[config.mk]
export PLATFORM = sky130hd
export DESIGN_NAME = ivf_frame_unit
export DESIGN_NICKNAME = d
export VERILOG_FILES = /design/src/rtl/ivf_pkg.sv /design/src/rtl/ivf_arbiter.sv /design/src/rtl/ivf_seq.sv /design/src/rtl/ivf_regs.sv /design/src/rtl/ivf_frame_unit.sv
export SDC_FILE = /design/constraint.sdc
export NUM_CORES = 1
export LEC_CHECK = 0
export BUFFER_PORTS_ARGS = -buffer_cell sky130_fd_sc_hd__buf_2
export CORE_ASPECT_RATIO = 1.1
export CORE_MARGIN = 2
export CORE_UTILIZATION = 40
export CTS_CLUSTER_DIAMETER = 100
export DETAILED_ROUTE_END_ITERATION = 10
export SYNTH_ARGS = -nofsm -noshare
export SYNTH_HDL_FRONTEND = slang
export SYNTH_SLANG_ARGS = --single-unit
[constraint.sdc]
create_clock -name clk -period 2.83 [get_ports clk]
set_clock_uncertainty 0.15 [all_clocks]
set_input_delay 0.566 -clock clk [delete_from_list [all_inputs] [get_ports clk]]
set_output_delay 0.566 -clock clk [all_outputs]
set_load 0.05 [all_outputs]
[src/rtl/ivf_pkg.sv]
package ivf_pkg;
  localparam int PC_W  = 12;
  localparam int LOW_W = PC_W - 1;
  localparam int DW    = 8;
  localparam int SP_W  = 3;
  localparam int AW    = 8;
  localparam logic [AW-1:0]    FRAME_BASE = 8'd8;
  localparam logic [AW-1:0]    BANK1_BASE = 8'd24;
  localparam logic [LOW_W-1:0] VEC_EXT    = 11'd3;
  localparam logic [LOW_W-1:0] VEC_TMR    = 11'd7;

  typedef enum logic [1:0] {SQ_IDLE = 2'd0, SQ_PUSH2 = 2'd1, SQ_POP2 = 2'd2} sq_e;

  // Address of byte 0 (hi=0) or byte 1 (hi=1) of frame slot sp
  function automatic logic [AW-1:0] frame_addr(input logic [SP_W-1:0] sp, input logic hi);
    return FRAME_BASE + {{(AW-SP_W-1){1'b0}}, sp, hi};
  endfunction

  // Second frame byte: upper status nibble plus return bits 10:8
  function automatic logic [DW-1:0] frame_hi(input logic [DW-1:0] st, input logic [2:0] rhi);
    return {st[7:4], 1'b0, rhi};
  endfunction

  function automatic logic [PC_W-1:0] call_target(input logic bank, input logic [2:0] page,
                                                   input logic [7:0] imm);
    return {bank, page, imm};
  endfunction

  function automatic logic [PC_W-1:0] pc_advance(input logic [PC_W-1:0] p, input logic [1:0] n);
    return {p[PC_W-1], p[LOW_W-1:0] + {{(LOW_W-2){1'b0}}, n}};
  endfunction

  function automatic logic [AW-1:0] bank_reg_addr(input logic sel_hi, input logic [2:0] r);
    return (sel_hi ? BANK1_BASE : '0) + {{(AW-3){1'b0}}, r};
  endfunction

  function automatic logic [PC_W-1:0] vector_addr(input logic bank, input logic is_tmr);
    return {bank, is_tmr ? VEC_TMR : VEC_EXT};
  endfunction
endpackage

[src/rtl/ivf_arbiter.sv]
module ivf_arbiter (
  input  logic clk,
  input  logic rst_n,
  input  logic ext_req,
  input  logic tmr_req,
  input  logic seq_idle,
  input  logic pop_done,
  output logic take_ext,
  output logic take_tmr,
  output logic ext_pend,
  output logic irq_mask
);
  logic tmr_pend;

  assign take_ext = seq_idle & ~irq_mask & ext_pend;
  assign take_tmr = seq_idle & ~irq_mask & ~ext_pend & tmr_pend;

  always_ff @(posedge clk) begin
    if (!rst_n) begin
      ext_pend <= 1'b0;
      tmr_pend <= 1'b0;
      irq_mask <= 1'b0;
    end else begin
      ext_pend <= (ext_pend & ~take_ext) | ext_req;
      tmr_pend <= (tmr_pend & ~take_tmr) | tmr_req;
      if (take_ext | take_tmr) irq_mask <= 1'b1;
      else if (pop_done)       irq_mask <= 1'b0;
    end
  end
endmodule

[src/rtl/ivf_seq.sv]
module ivf_seq
  import ivf_pkg::*;
(
  input  logic               clk,
  input  logic               rst_n,
  input  logic               push_go,
  input  logic               pop_go,
  input  logic [LOW_W-1:0]   push_ret,
  input  logic [PC_W-1:0]    push_tgt,
  input  logic [DW-1:0]      psw,
  input  logic [DW-1:0]      ram_rdata,
  output logic               seq_idle,
  output logic               push_done,
  output logic               pop_done,
  output logic [PC_W-1:0]    tgt_q,
  output logic [LOW_W-1:0]   pop_low,
  output logic               ram_we,
  output logic [AW-1:0]      ram_addr,
  output logic [DW-1:0]      ram_wdata
);
  sq_e             state;
  logic [2:0]      ret_hi_q;
  logic [DW-1:0]   lo_q;
  logic [SP_W-1:0] sp, sp_dn;

  assign sp        = psw[SP_W-1:0];
  assign sp_dn     = sp - 3'd1;
  assign seq_idle  = (state == SQ_IDLE);
  assign push_done = (state == SQ_PUSH2);
  assign pop_done  = (state == SQ_POP2);
  assign pop_low   = {ram_rdata[2:0], lo_q};

  always_comb begin
    ram_we    = 1'b0;
    ram_addr  = frame_addr(sp, 1'b0);
    ram_wdata = push_ret[7:0];
    unique case (state)
      SQ_IDLE: begin
        if (push_go)     ram_we = 1'b1;
        else if (pop_go) ram_addr = frame_addr(sp_dn, 1'b0);
      end
      SQ_PUSH2: begin
        ram_we    = 1'b1;
        ram_addr  = frame_addr(sp, 1'b1);
        ram_wdata = frame_hi(psw, ret_hi_q);
      end
      SQ_POP2:  ram_addr = frame_addr(sp_dn, 1'b1);
      default:  ram_addr = frame_addr(sp, 1'b0);
    endcase
  end

  always_ff @(posedge clk) begin
    if (!rst_n) begin
      state    <= SQ_IDLE;
      ret_hi_q <= '0;
      lo_q     <= '0;
      tgt_q    <= '0;
    end else begin
      unique case (state)
        SQ_IDLE: begin
          if (push_go) begin
            state    <= SQ_PUSH2;
            ret_hi_q <= push_ret[LOW_W-1:8];
            tgt_q    <= push_tgt;
          end else if (pop_go) begin
            state <= SQ_POP2;
            lo_q  <= ram_rdata;
          end
        end
        default: state <= SQ_IDLE;
      endcase
    end
  end
endmodule

[src/rtl/ivf_regs.sv]
module ivf_regs
  import ivf_pkg::*;
(
  input  logic             clk,
  input  logic             rst_n,
  input  logic             push_done,
  input  logic [PC_W-1:0]  tgt_q,
  input  logic             pop_done,
  input  logic [LOW_W-1:0] pop_low,
  input  logic             step_fire,
  input  logic [1:0]       step_len,
  input  logic             psw_fire,
  input  logic [DW-1:0]    psw_wdata,
  output logic [PC_W-1:0]  pc,
  output logic [DW-1:0]    psw
);
  always_ff @(posedge clk) begin
    if (!rst_n) begin
      pc  <= '0;
      psw <= '0;
    end else if (push_done) begin
      pc            <= tgt_q;
      psw[SP_W-1:0] <= psw[SP_W-1:0] + 3'd1;
    end else if (pop_done) begin
      pc[LOW_W-1:0] <= pop_low;
      psw[SP_W-1:0] <= psw[SP_W-1:0] - 3'd1;
    end else if (step_fire) begin
      pc <= pc_advance(pc, step_len);
    end else if (psw_fire) begin
      psw <= psw_wdata;
    end
  end
endmodule

[src/rtl/ivf_frame_unit.sv]
module ivf_frame_unit
  import ivf_pkg::*;
(
  input  logic             clk,
  input  logic             rst_n,
  input  logic             ext_req,
  input  logic             tmr_req,
  input  logic             call_go,
  input  logic             ret_go,
  input  logic [2:0]       call_page,
  input  logic [7:0]       call_imm,
  input  logic             bank_bit,
  input  logic             step_go,
  input  logic [1:0]       step_len,
  input  logic             psw_we,
  input  logic [DW-1:0]    psw_wdata,
  input  logic [2:0]       reg_sel,
  output logic             busy,
  output logic [PC_W-1:0]  pc,
  output logic [DW-1:0]    psw,
  output logic             irq_mask,
  output logic [AW-1:0]    reg_addr,
  output logic             ram_we,
  output logic [AW-1:0]    ram_addr,
  output logic [DW-1:0]    ram_wdata,
  input  logic [DW-1:0]    ram_rdata
);
  logic take_ext, take_tmr, take, ext_pend;
  logic seq_idle, push_done, pop_done;
  logic cmd_ok, call_fire, ret_fire, step_fire, psw_fire, push_go;
  logic [PC_W-1:0]  push_tgt, tgt_q, call_ret_full;
  logic [LOW_W-1:0] push_ret, pop_low;

  assign take      = take_ext | take_tmr;
  assign busy      = ~seq_idle | take;
  assign cmd_ok    = seq_idle & ~take;
  assign call_fire = cmd_ok & call_go;
  assign ret_fire  = cmd_ok & ~call_go & ret_go;
  assign step_fire = cmd_ok & ~call_go & ~ret_go & step_go;
  assign psw_fire  = cmd_ok & ~call_go & ~ret_go & ~step_go & psw_we;
  assign push_go   = take | call_fire;

  assign call_ret_full = pc_advance(pc, 2'd2);
  assign push_ret  = take ? pc[LOW_W-1:0] : call_ret_full[LOW_W-1:0];
  assign push_tgt  = take ? vector_addr(bank_bit, take_tmr)
                          : call_target(bank_bit, call_page, call_imm);
  assign reg_addr  = bank_reg_addr(psw[4], reg_sel);

  ivf_arbiter u_arb (
    .clk(clk), .rst_n(rst_n), .ext_req(ext_req), .tmr_req(tmr_req),
    .seq_idle(seq_idle), .pop_done(pop_done),
    .take_ext(take_ext), .take_tmr(take_tmr), .ext_pend(ext_pend), .irq_mask(irq_mask)
  );

  ivf_seq u_seq (
    .clk(clk), .rst_n(rst_n), .push_go(push_go), .pop_go(ret_fire),
    .push_ret(push_ret), .push_tgt(push_tgt), .psw(psw), .ram_rdata(ram_rdata),
    .seq_idle(seq_idle), .push_done(push_done), .pop_done(pop_done),
    .tgt_q(tgt_q), .pop_low(pop_low),
    .ram_we(ram_we), .ram_addr(ram_addr), .ram_wdata(ram_wdata)
  );

  ivf_regs u_regs (
    .clk(clk), .rst_n(rst_n), .push_done(push_done), .tgt_q(tgt_q),
    .pop_done(pop_done), .pop_low(pop_low), .step_fire(step_fire),
    .step_len(step_len), .psw_fire(psw_fire), .psw_wdata(psw_wdata),
    .pc(pc), .psw(psw)
  );
endmodule

# --- Word level (Yosys, flattened, before mapping) ---
# Cells that the tools add are included.
totals:
  wordCells: 90
  inputBits: 41
  out_inout_bits: 47
  regBits: 48
op_classes:
  bitwise_logic: 33
  n_mux: 22
  reduce_logical: 11
  n_eq_ne: 3
  n_addsub: 9
op_table:
  columns: ["cell", "count"]
  rows:
  - ["$mux 11", 4]
  - ["$mux 8", 3]
  - ["$pmux 8 s3", 1]
  - ["$add 4x4->5 const A", 4]
  - ["$mux 3", 5]
  - ["$and 1x1->1", 14]
  - ["$not 1->1", 14]
  - ["$mux 12", 1]
  - ["$add 11x2->11", 1]
  - ["$add 11x2->11 const B", 1]
  - ["$add 5x3->6", 1]
  - ["$mux 1", 6]
  - ["$reduce_and 2->1", 3]
  - ["$reduce_bool 3->1", 2]
  - ["$mux 5", 1]
  - ["$or 1x1->1", 5]
  - ["$reduce_and 4->1", 1]
  - ["$reduce_bool 2->1", 2]
  - ["$add 3x1->3 const B", 1]
  - ["$ne 3x3->1 const B", 1]
  - ["$reduce_and 3->1", 1]
  - ["$reduce_or 3->1", 1]
  - ["$sub 3x1->3 const B", 1]
  - ["$eq 2x1->1 const B", 1]
  - ["other kinds (3)", 3]

# --- Logic depth before layout (Yosys ltp) ---
# Gate-level depths: netlist (run 1).
depth:
  word_depth: 15
  depth_mapped: 9
  ltp_nobuf: 7

# --- By module ---
# Synthesis (run 1) repeated with hierarchy kept, for this count alone.
hier_totals:
  hier_cells: 376
  hier_area_um2: 3213.1
by_module_without_submodules:
  columns: ["mod", "cells_each", "seq_area_each_um2", "instances", "area_per_inst_um2"]
  rows:
  - ["ivf_seq", 147, 500.5, 1, 1333.8]
  - ["ivf_regs", 154, 400.4, 1, 1326.3]
  - ["ivf_frame_unit", 60, 0.0, 1, 420.4]
  - ["ivf_arbiter", 15, 60.1, 1, 132.6]

# --- Least setup slack after synthesis (run 1) ---
# Ideal clock, no wire load.
synth_timing:
  kind: "register to output"
  start: "register u_seq.state[0]"
  end: "output ram_wdata[7]"
  required_ns: 2.114
  path_slack_ns: -0.649
  n_path_buf: 2
  path_stages_with_launch: 9
  arrival_ns: 2.763
  cell_sequence: "dfxtp_1 -> inv_1 -> ha_1 -> buf_4 -> nor2b_1 -> buf_4 -> a2111o_1 -> xnor2_1 -> o21ai_0"
synth_between:
  elab_chain_len: 7
  word_cells_on_any_way: 9
  classes_between: "1 x eq/ne; 2 x mux; 5 x bitwise; 1 x reduce/logical"
synth_lines:
  columns: ["item", "line", "text"]
  rows:
  - ["start: declaration", "ivf_seq.sv:21", "sq_e state;"]
  - ["start signal: assignment", "ivf_seq.sv:54", "state <= SQ_IDLE;"]
  - ["start signal: assignment", "ivf_seq.sv:62", "state <= SQ_PUSH2;"]
  - ["start signal: assignment", "ivf_seq.sv:66", "state <= SQ_POP2;"]
  - ["$logic_not 2->1", "ivf_seq.sv:28", "assign seq_idle = (state == SQ_IDLE);"]
  - ["$and 1x1->1", "ivf_arbiter.sv:15, ivf_arbiter.sv:16", null]
  - ["$and 1x1->1 (2 in series)", "ivf_arbiter.sv:16", "assign take_tmr = seq_idle & ~irq_mask & ~ext_pend & tmr_pend;"]
  - ["$or 1x1->1", "ivf_frame_unit.sv:34", "assign take = take_ext | take_tmr;"]
  - ["$mux 11", "ivf_frame_unit.sv:44", "assign push_ret = take ? pc[LOW_W-1:0] : call_ret_full[LOW_W-1:0];"]
  - ["$mux 8 (*)", "ivf_seq.sv:37", "unique case (state)"]
  - ["end: declaration", "ivf_frame_unit.sv:25", "output logic [DW-1:0] ram_wdata,"]
# Mark *: on every way between the ends. The rest lies on a longest branch, timed or not.

# --- Worst setup path after layout (run 1) ---
layout_timing:
  start: "register u_seq.state[0]"
  end: "output ram_wdata[2]"
# The elaborated chain is that of the path after synthesis.

==> out/metrics.cfg, run 1 <==
[placed_design]
place.gp.congestion = 0.888
hpwl_mm = 6.44
place_area_mm2 = 0.00346
port_buffers = 75

[critical_path]
required_ns = 2.11
path_max_fanout = 6
cp_data_arrival_time_ns = 2.05
cp-start-kind = flop
endpoint_kind = primary output
worst-setup-path-type = reg -> out

[layout]
fin_nets = 489
layout-drive-gt1-share_pct = 30.3
final_area_mm2 = 0.00362
syn2layout_area_growth_pct = 22.7
n_antenna_cell = 0

[clocking]
cts-root-buf = clkbuf_8
htree_levels = 2
hold_buffers = 0
cts_tree = done
cts_buffers = 5
insertion_delay_ns = 0.31
clock_sinks = 48
clk_pin_slew_worst_paths_ns = 0.09
post_cts_buffers = 0
clock_path_buffers = 2

[pwr]
p_per_area_mw_per_mm2 = 782
power_w = 0.00283
leakagePower_nw = 1.57
ir_drop_uv = 325

[global_route]
grt_pass1_vias = 2714
grt-busiest-layer = met2
use_met3_pct = 3.43
grt_usage_pct = 22.4
grt_pass1_wl_mm = 14.1
met1_usage_pct = 30.8
grt_start_max_net_pins = 36
grtUsageMet2_pct = 36.5
antenna_found_initial = 0
grt_overflow = 0

[sta]
max_freq_mhz = 362
finalCriticalPeriod_ns = 2.76
worstMarginPinSlew_ns = 0.672
finalSetupViolations = 0
relSlewSlack_pct = 55.2
hold_slack_ns = 0.320
fin_setup_tns_ns = 0
period_share_pct = 97.7
maxSlewViolCount = 0
hold_viol = 0
rsz0062_at_grt = false

[synth]
synthCells = 360
avgSynthCellArea_um2 = 8.19
synth_top_area_share_pct = 32.6
synth-seq-area-share_pct = 32.6
synthTopCellsByCount = 48 x dfxtp_1, 38 x nand2_1, 26 x a21oi_1, 26 x nor2_1, 25 x o21ai_0
yosys_most_used_dff = dfxtp_1
ys_seq_elements = 48
synth_area_leaders = dfxtp_1 33%, mux2i_1 6.8%, nand2_1 4.8%
synth_edf_count = 0
ys_warn_count = 0
yosysTopAreaCell = dfxtp_1
synth.distinct_cells = 59
syn_area_mm2 = 0.00295
yosysMostFrequentCell = dfxtp_1
async_reset_ff_share_pct = 0

[status]
violations = DRC
outcome = finished, violations left

[route]
wirelength_mm = 8.78
ant_nets = 0
vias = 2948
routed_via_density = 5.63
first_pass_iters = 11
drt_iter0_drc = 236
wl_per_cell_um = 16.7
drc = 1

[floorplan]
initial_utilization_pct = 41.6
fp.dieW_um = 85.9
core_mm2 = 0.00709
die_h_um = 94.1
num_io_pins = 88
row_count = 32
dieArea_mm2 = 0.00808

[flow_run]
maxCapViolations = 0

[min_path]
min_path_type = in -> reg

critical path, stage by stage, from the launching register on:
cell and delay, ns:
dfxtp_2 0.35, inv_2 0.08, ha_4 0.17, nor2b_2 0.23, buf_4 0.20, nand2_1 0.10, mux2i_1 0.29, o21ai_1 0.09
clkbuf_4 0.22
per-layer routing:
| metal | routed length, um | share of wire (%) |
|---|---|---|
| met5 | 0 | 0 |
| met4 | 131 | 1.5 |
| met3 | 448 | 5.1 |
| met2 | 4240 | 48 |
| met1 | 3960 | 45 |
timing repair:
action / 4_1_cts / 5_1_grt
resized for setup: 9 / 15
setup endpoints to repair: 12 / 13
pin swaps: 0 / 1
worst paths after layout:
kind                  startpoint             end  slack (ns)  cells past startpoint
setup / recovery  u_seq.state[0]    ram_wdata[2]        0.07                      8
hold / removal           ext_req  u_arb.ext_pend        0.32                      3
setup reg to reg    u_regs.pc[1]    u_regs.pc[6]        0.62                      7
hold reg to reg   u_seq.tgt_q[9]  u_seq.tgt_q[9]        0.33                      2
layout by cell type (no fill, tap or decap), types with 3 or more instances in the layout:
cell type   n
and3_1      3
inv_1      12
conb_1      6
o21a_1      4
buf_4      25
o22ai_1     3
mux2i_1    19
o211ai_1    3
or2_2       3
a21oi_1    26
nand2_1    38
dfxtp_2     3
clkbuf_4    3
nand3_1    17
a2111oi_2   3
a221oi_1    3
nor2_1     26
a31oi_1     4
dfxtp_1    45
o221ai_1    3
xnor2_1     7
a211oi_1    4
ha_1        8
nand2b_1   10
buf_6       4
o21ai_1     6
o21ai_0    19
buf_2      67
clkbuf_8    6
xor2_1      5
nor3_1      6
cell families after synthesis:
family,share of synthesized area [%]
other,0.127
adders and majority gates,4.50
and+or+nand+nor,19.0
DFF,32.6
buffers and inverters,8.40
xor gates and xnor gates,3.56
AOI/OAI and AO/OA,24.3
muxes,7.55
state kept, by name, indices dropped and copies added (netlist names):
signal	cells
u_seq.state	2
u_arb.irq_mask	1
u_seq.ret_hi_q	3
u_seq.tgt_q	12
u_regs.psw	8
u_seq.lo_q	8
u_arb.ext_pend	1
u_arb.tmr_pend	1
u_regs.pc	12
layout make-up:
| cell class | instances | area (um2) |
|---|---|---|
| Fill cell | 731 | 3470 |
| Multi-Input combinational cell | 269 | 1810 |
| Sequential cell | 48 | 965 |
| Timing Repair Buffer | 99 | 591 |
| Tap cell | 85 | 106 |
| Clock buffer | 6 | 82.6 |
| Inverter | 15 | 56.3 |
| Clock inverter | 2 | 13.8 |
per-stage QoR:
step | worst slack, ns | instances | utilization [%]
finish | 0.0659 | 524 | 51.1
global route | 0.00413 | 524 | 51.1
CTS | 0.0220 | 524 | 50.7
detailed placement | 0.142 | 516 | 48.9
global placement | 0.157 | 516 | 48.9
floorplan | -0.271 | 365 | -
power breakdown:
| part | total (W) | switching [W] | internal [W] |
|---|---|---|---|
| clock | 0.000451 | 0.000250 | 0.000200 |
| sequential | 0.000868 | 0.0000983 | 0.000770 |
| combinational | 0.00151 | 0.00101 | 0.000499 |
Note: power is estimated with default switching activity, not from simulation.
==> inputs of run 2 (changes only) <==
--- a/config.mk
+++ b/config.mk
@@ -8,9 +8,10 @@
 export BUFFER_PORTS_ARGS = -buffer_cell sky130_fd_sc_hd__buf_2
 export CORE_ASPECT_RATIO = 1.1
 export CORE_MARGIN = 2
-export CORE_UTILIZATION = 40
+export CORE_UTILIZATION = 30
 export CTS_CLUSTER_DIAMETER = 100
 export DETAILED_ROUTE_END_ITERATION = 10
 export SYNTH_ARGS = -nofsm -noshare
 export SYNTH_HDL_FRONTEND = slang
 export SYNTH_SLANG_ARGS = --single-unit
+export TNS_END_PERCENT = 20
==> run 2 against run 1 <==
Net effect: sequential share of layout area fell by 0.32 points; non-clock buffer count did not move; the run now ends clean; design area rose by 1.3%; hold slack got worse by 0.0041 ns; via count fell by 0.44%; sequential cell count did not move; critical path depth did not move; die area rose by 32%; final cell count rose by 6.1%; combinational power fell by 4%; maximum frequency fell by 0.51%; first-iteration DRC count fell by 43%.
==> out/metrics.cfg, run 2 (same netlist as run 1, synthesis figures left out) <==
[status]
outcome = complete, no violations

[layout]
layout-drive-gt1-share_pct = 29.4
reg_top3 = u_regs.pc x12, u_seq.tgt_q x12
final_cell_mix = 67 x buf_2, 44 x dfxtp_1, 38 x nand2_1, 31 x buf_4
layout_commonest_cell = buf_2
syn2layout_area_growth_pct = 24.4
final_area_mm2 = 0.00367
fin_nets = 489
num-fill-cells = 983
n_antenna_cell = 0

[placed_design]
hpwl_mm = 7.08
place_area_mm2 = 0.00347
port_buffers = 75
place.gp.congestion = 0.886

[route]
wirelength_mm = 9.27
drc = 0
vias = 2935
wl_met3_um = 437
wl_per_cell_um = 16.7
dr.max_layer_used = met4
routed_via_density = 5.28
wl_met2_mm = 4.44
ant_nets = 0
drt_iter0_drc = 135
wl_met1_mm = 4.31
first_pass_iters = 4

[sta]
maxSlewViolCount = 0
finalSetupViolations = 0
max_freq_mhz = 360
relSlewSlack_pct = 55.0
rsz0062_at_grt = true
hold_slack_ns = 0.316
worstMarginPinSlew_ns = 0.673
finalCriticalPeriod_ns = 2.78
hold_viol = 0
period_share_pct = 98.2

[pwr]
p_switching_w = 0.00136
power.share.clock_pct = 20.8
ir_drop_uv = 323
internal-power_w = 0.00159
leakagePower_nw = 1.58
sw_frac_of_total_pct = 46.2
power_frac_seq_pct = 30.0
p_per_area_mw_per_mm2 = 804
power_frac_comb_pct = 49.2

[flow_run]
maxCapViolations = 0

[clocking]
cts-root-buf = clkbuf_8
clock_sinks = 48
htree_levels = 2
clk_pin_slew_worst_paths_ns = 0.09
cts_tree = done
cts_buffers = 5
insertion_delay_ns = 0.31
clock_path_buffers = 2

[min_path]
min_path_type = in -> reg

[global_route]
grt_start_max_net_pins = 36
antenna_found_initial = 0
grt_usage_pct = 17.2
grt_pass1_wl_mm = 14.5
grt_overflow = 0
grt_pass1_vias = 2770

[floorplan]
die_h_um = 108
dieArea_mm2 = 0.0106
num_io_pins = 88
row_count = 37
fp.dieW_um = 98.5
initial_utilization_pct = 31.2
core_mm2 = 0.00944

[critical_path]
worst-setup-path-type = reg -> out
endpoint_kind = primary output
cp-start-kind = flop
cp_data_arrival_time_ns = 2.06
path_max_fanout = 4
required_ns = 2.11

[run 2: timing repair]
action / in CTS / in global routing
gates resized for setup: 11 / 9
pin swaps: 0 / 1
hold buffers: 0 / 0
endpoints found under the setup margin: 10 / 10
gates cloned: 0 / 0
setup buffers: 0 / 1
hold endpoints to repair: 0 / 0
[run 2: metal layers]
layer | vias to the layer above | track usage, %
li1 | 1435 | -
met1 | 1398 | 23.5
met2 | 96 | 28.7
met3 | 6 | 2.00
met4 | 0 | 4.70
met5 | - | 0
[run 2: area by class of cell]
class	instances	area [um2]	share of cell area, %
Multi-Input combinational cell	269	1790	48.7
Sequential cell	48	966	26.3
Timing Repair Buffer	99	576	15.7
Tap cell	117	146	3.99
Clock buffer	5	68.8	1.88
Clock inverter	3	68.8	1.88
Inverter	15	56.3	1.53
[run 2: through the flow]
| step | instances | power [W] | worst slack, ns | TNS, ns | util (%) |
|---|---|---|---|---|---|
| 5_1_grt | 556 | 0.00311 | -0.0144 | -0.0275 | 38.8 |
| 3_5_place_dp | 547 | 0.00230 | 0.0969 | 0 | 36.8 |
| 3_3_place_gp | 547 | 0.00229 | 0.152 | 0 | 36.8 |
| 2_1_floorplan | 365 | 0.00193 | -0.292 | -1.68 | - |
| 6_report | 556 | 0.00295 | 0.0517 | 0 | 38.8 |
| 4_1_cts | 555 | 0.00295 | -0.0190 | -0.0361 | 38.5 |
[run 2: worst paths after layout]
kind | start | endpoint | slack (ns) | cells past startpoint
setup / recovery | u_seq.state[1] | ram_addr[3] | 0.05 | 8
hold / removal | ext_req | u_arb.ext_pend | 0.32 | 3
setup reg to reg | u_regs.pc[0] | u_regs.pc[10] | 0.35 | 7
hold reg to reg | u_seq.tgt_q[10] | u_seq.tgt_q[10] | 0.32 | 2
[run 2: power groups by stage]
stage               combinational (W)  clock [W]  sequential, W
floorplan                    0.000925          0        0.00100
global placement              0.00140          0       0.000892
detailed placement            0.00141          0       0.000894
CTS                           0.00144   0.000627       0.000880
global route                  0.00155   0.000655       0.000897
finish                        0.00145   0.000614       0.000885
[run 2: worst max-delay path, cell delays in order (launching register included)]
cell       delay [ns]
dfxtp_2          0.35
inv_2            0.08
ha_4             0.14
nand2b_1         0.07
or3b_4           0.40
buf_4            0.16
a21o_1           0.20
o2bb2ai_1        0.15
buf_4            0.22
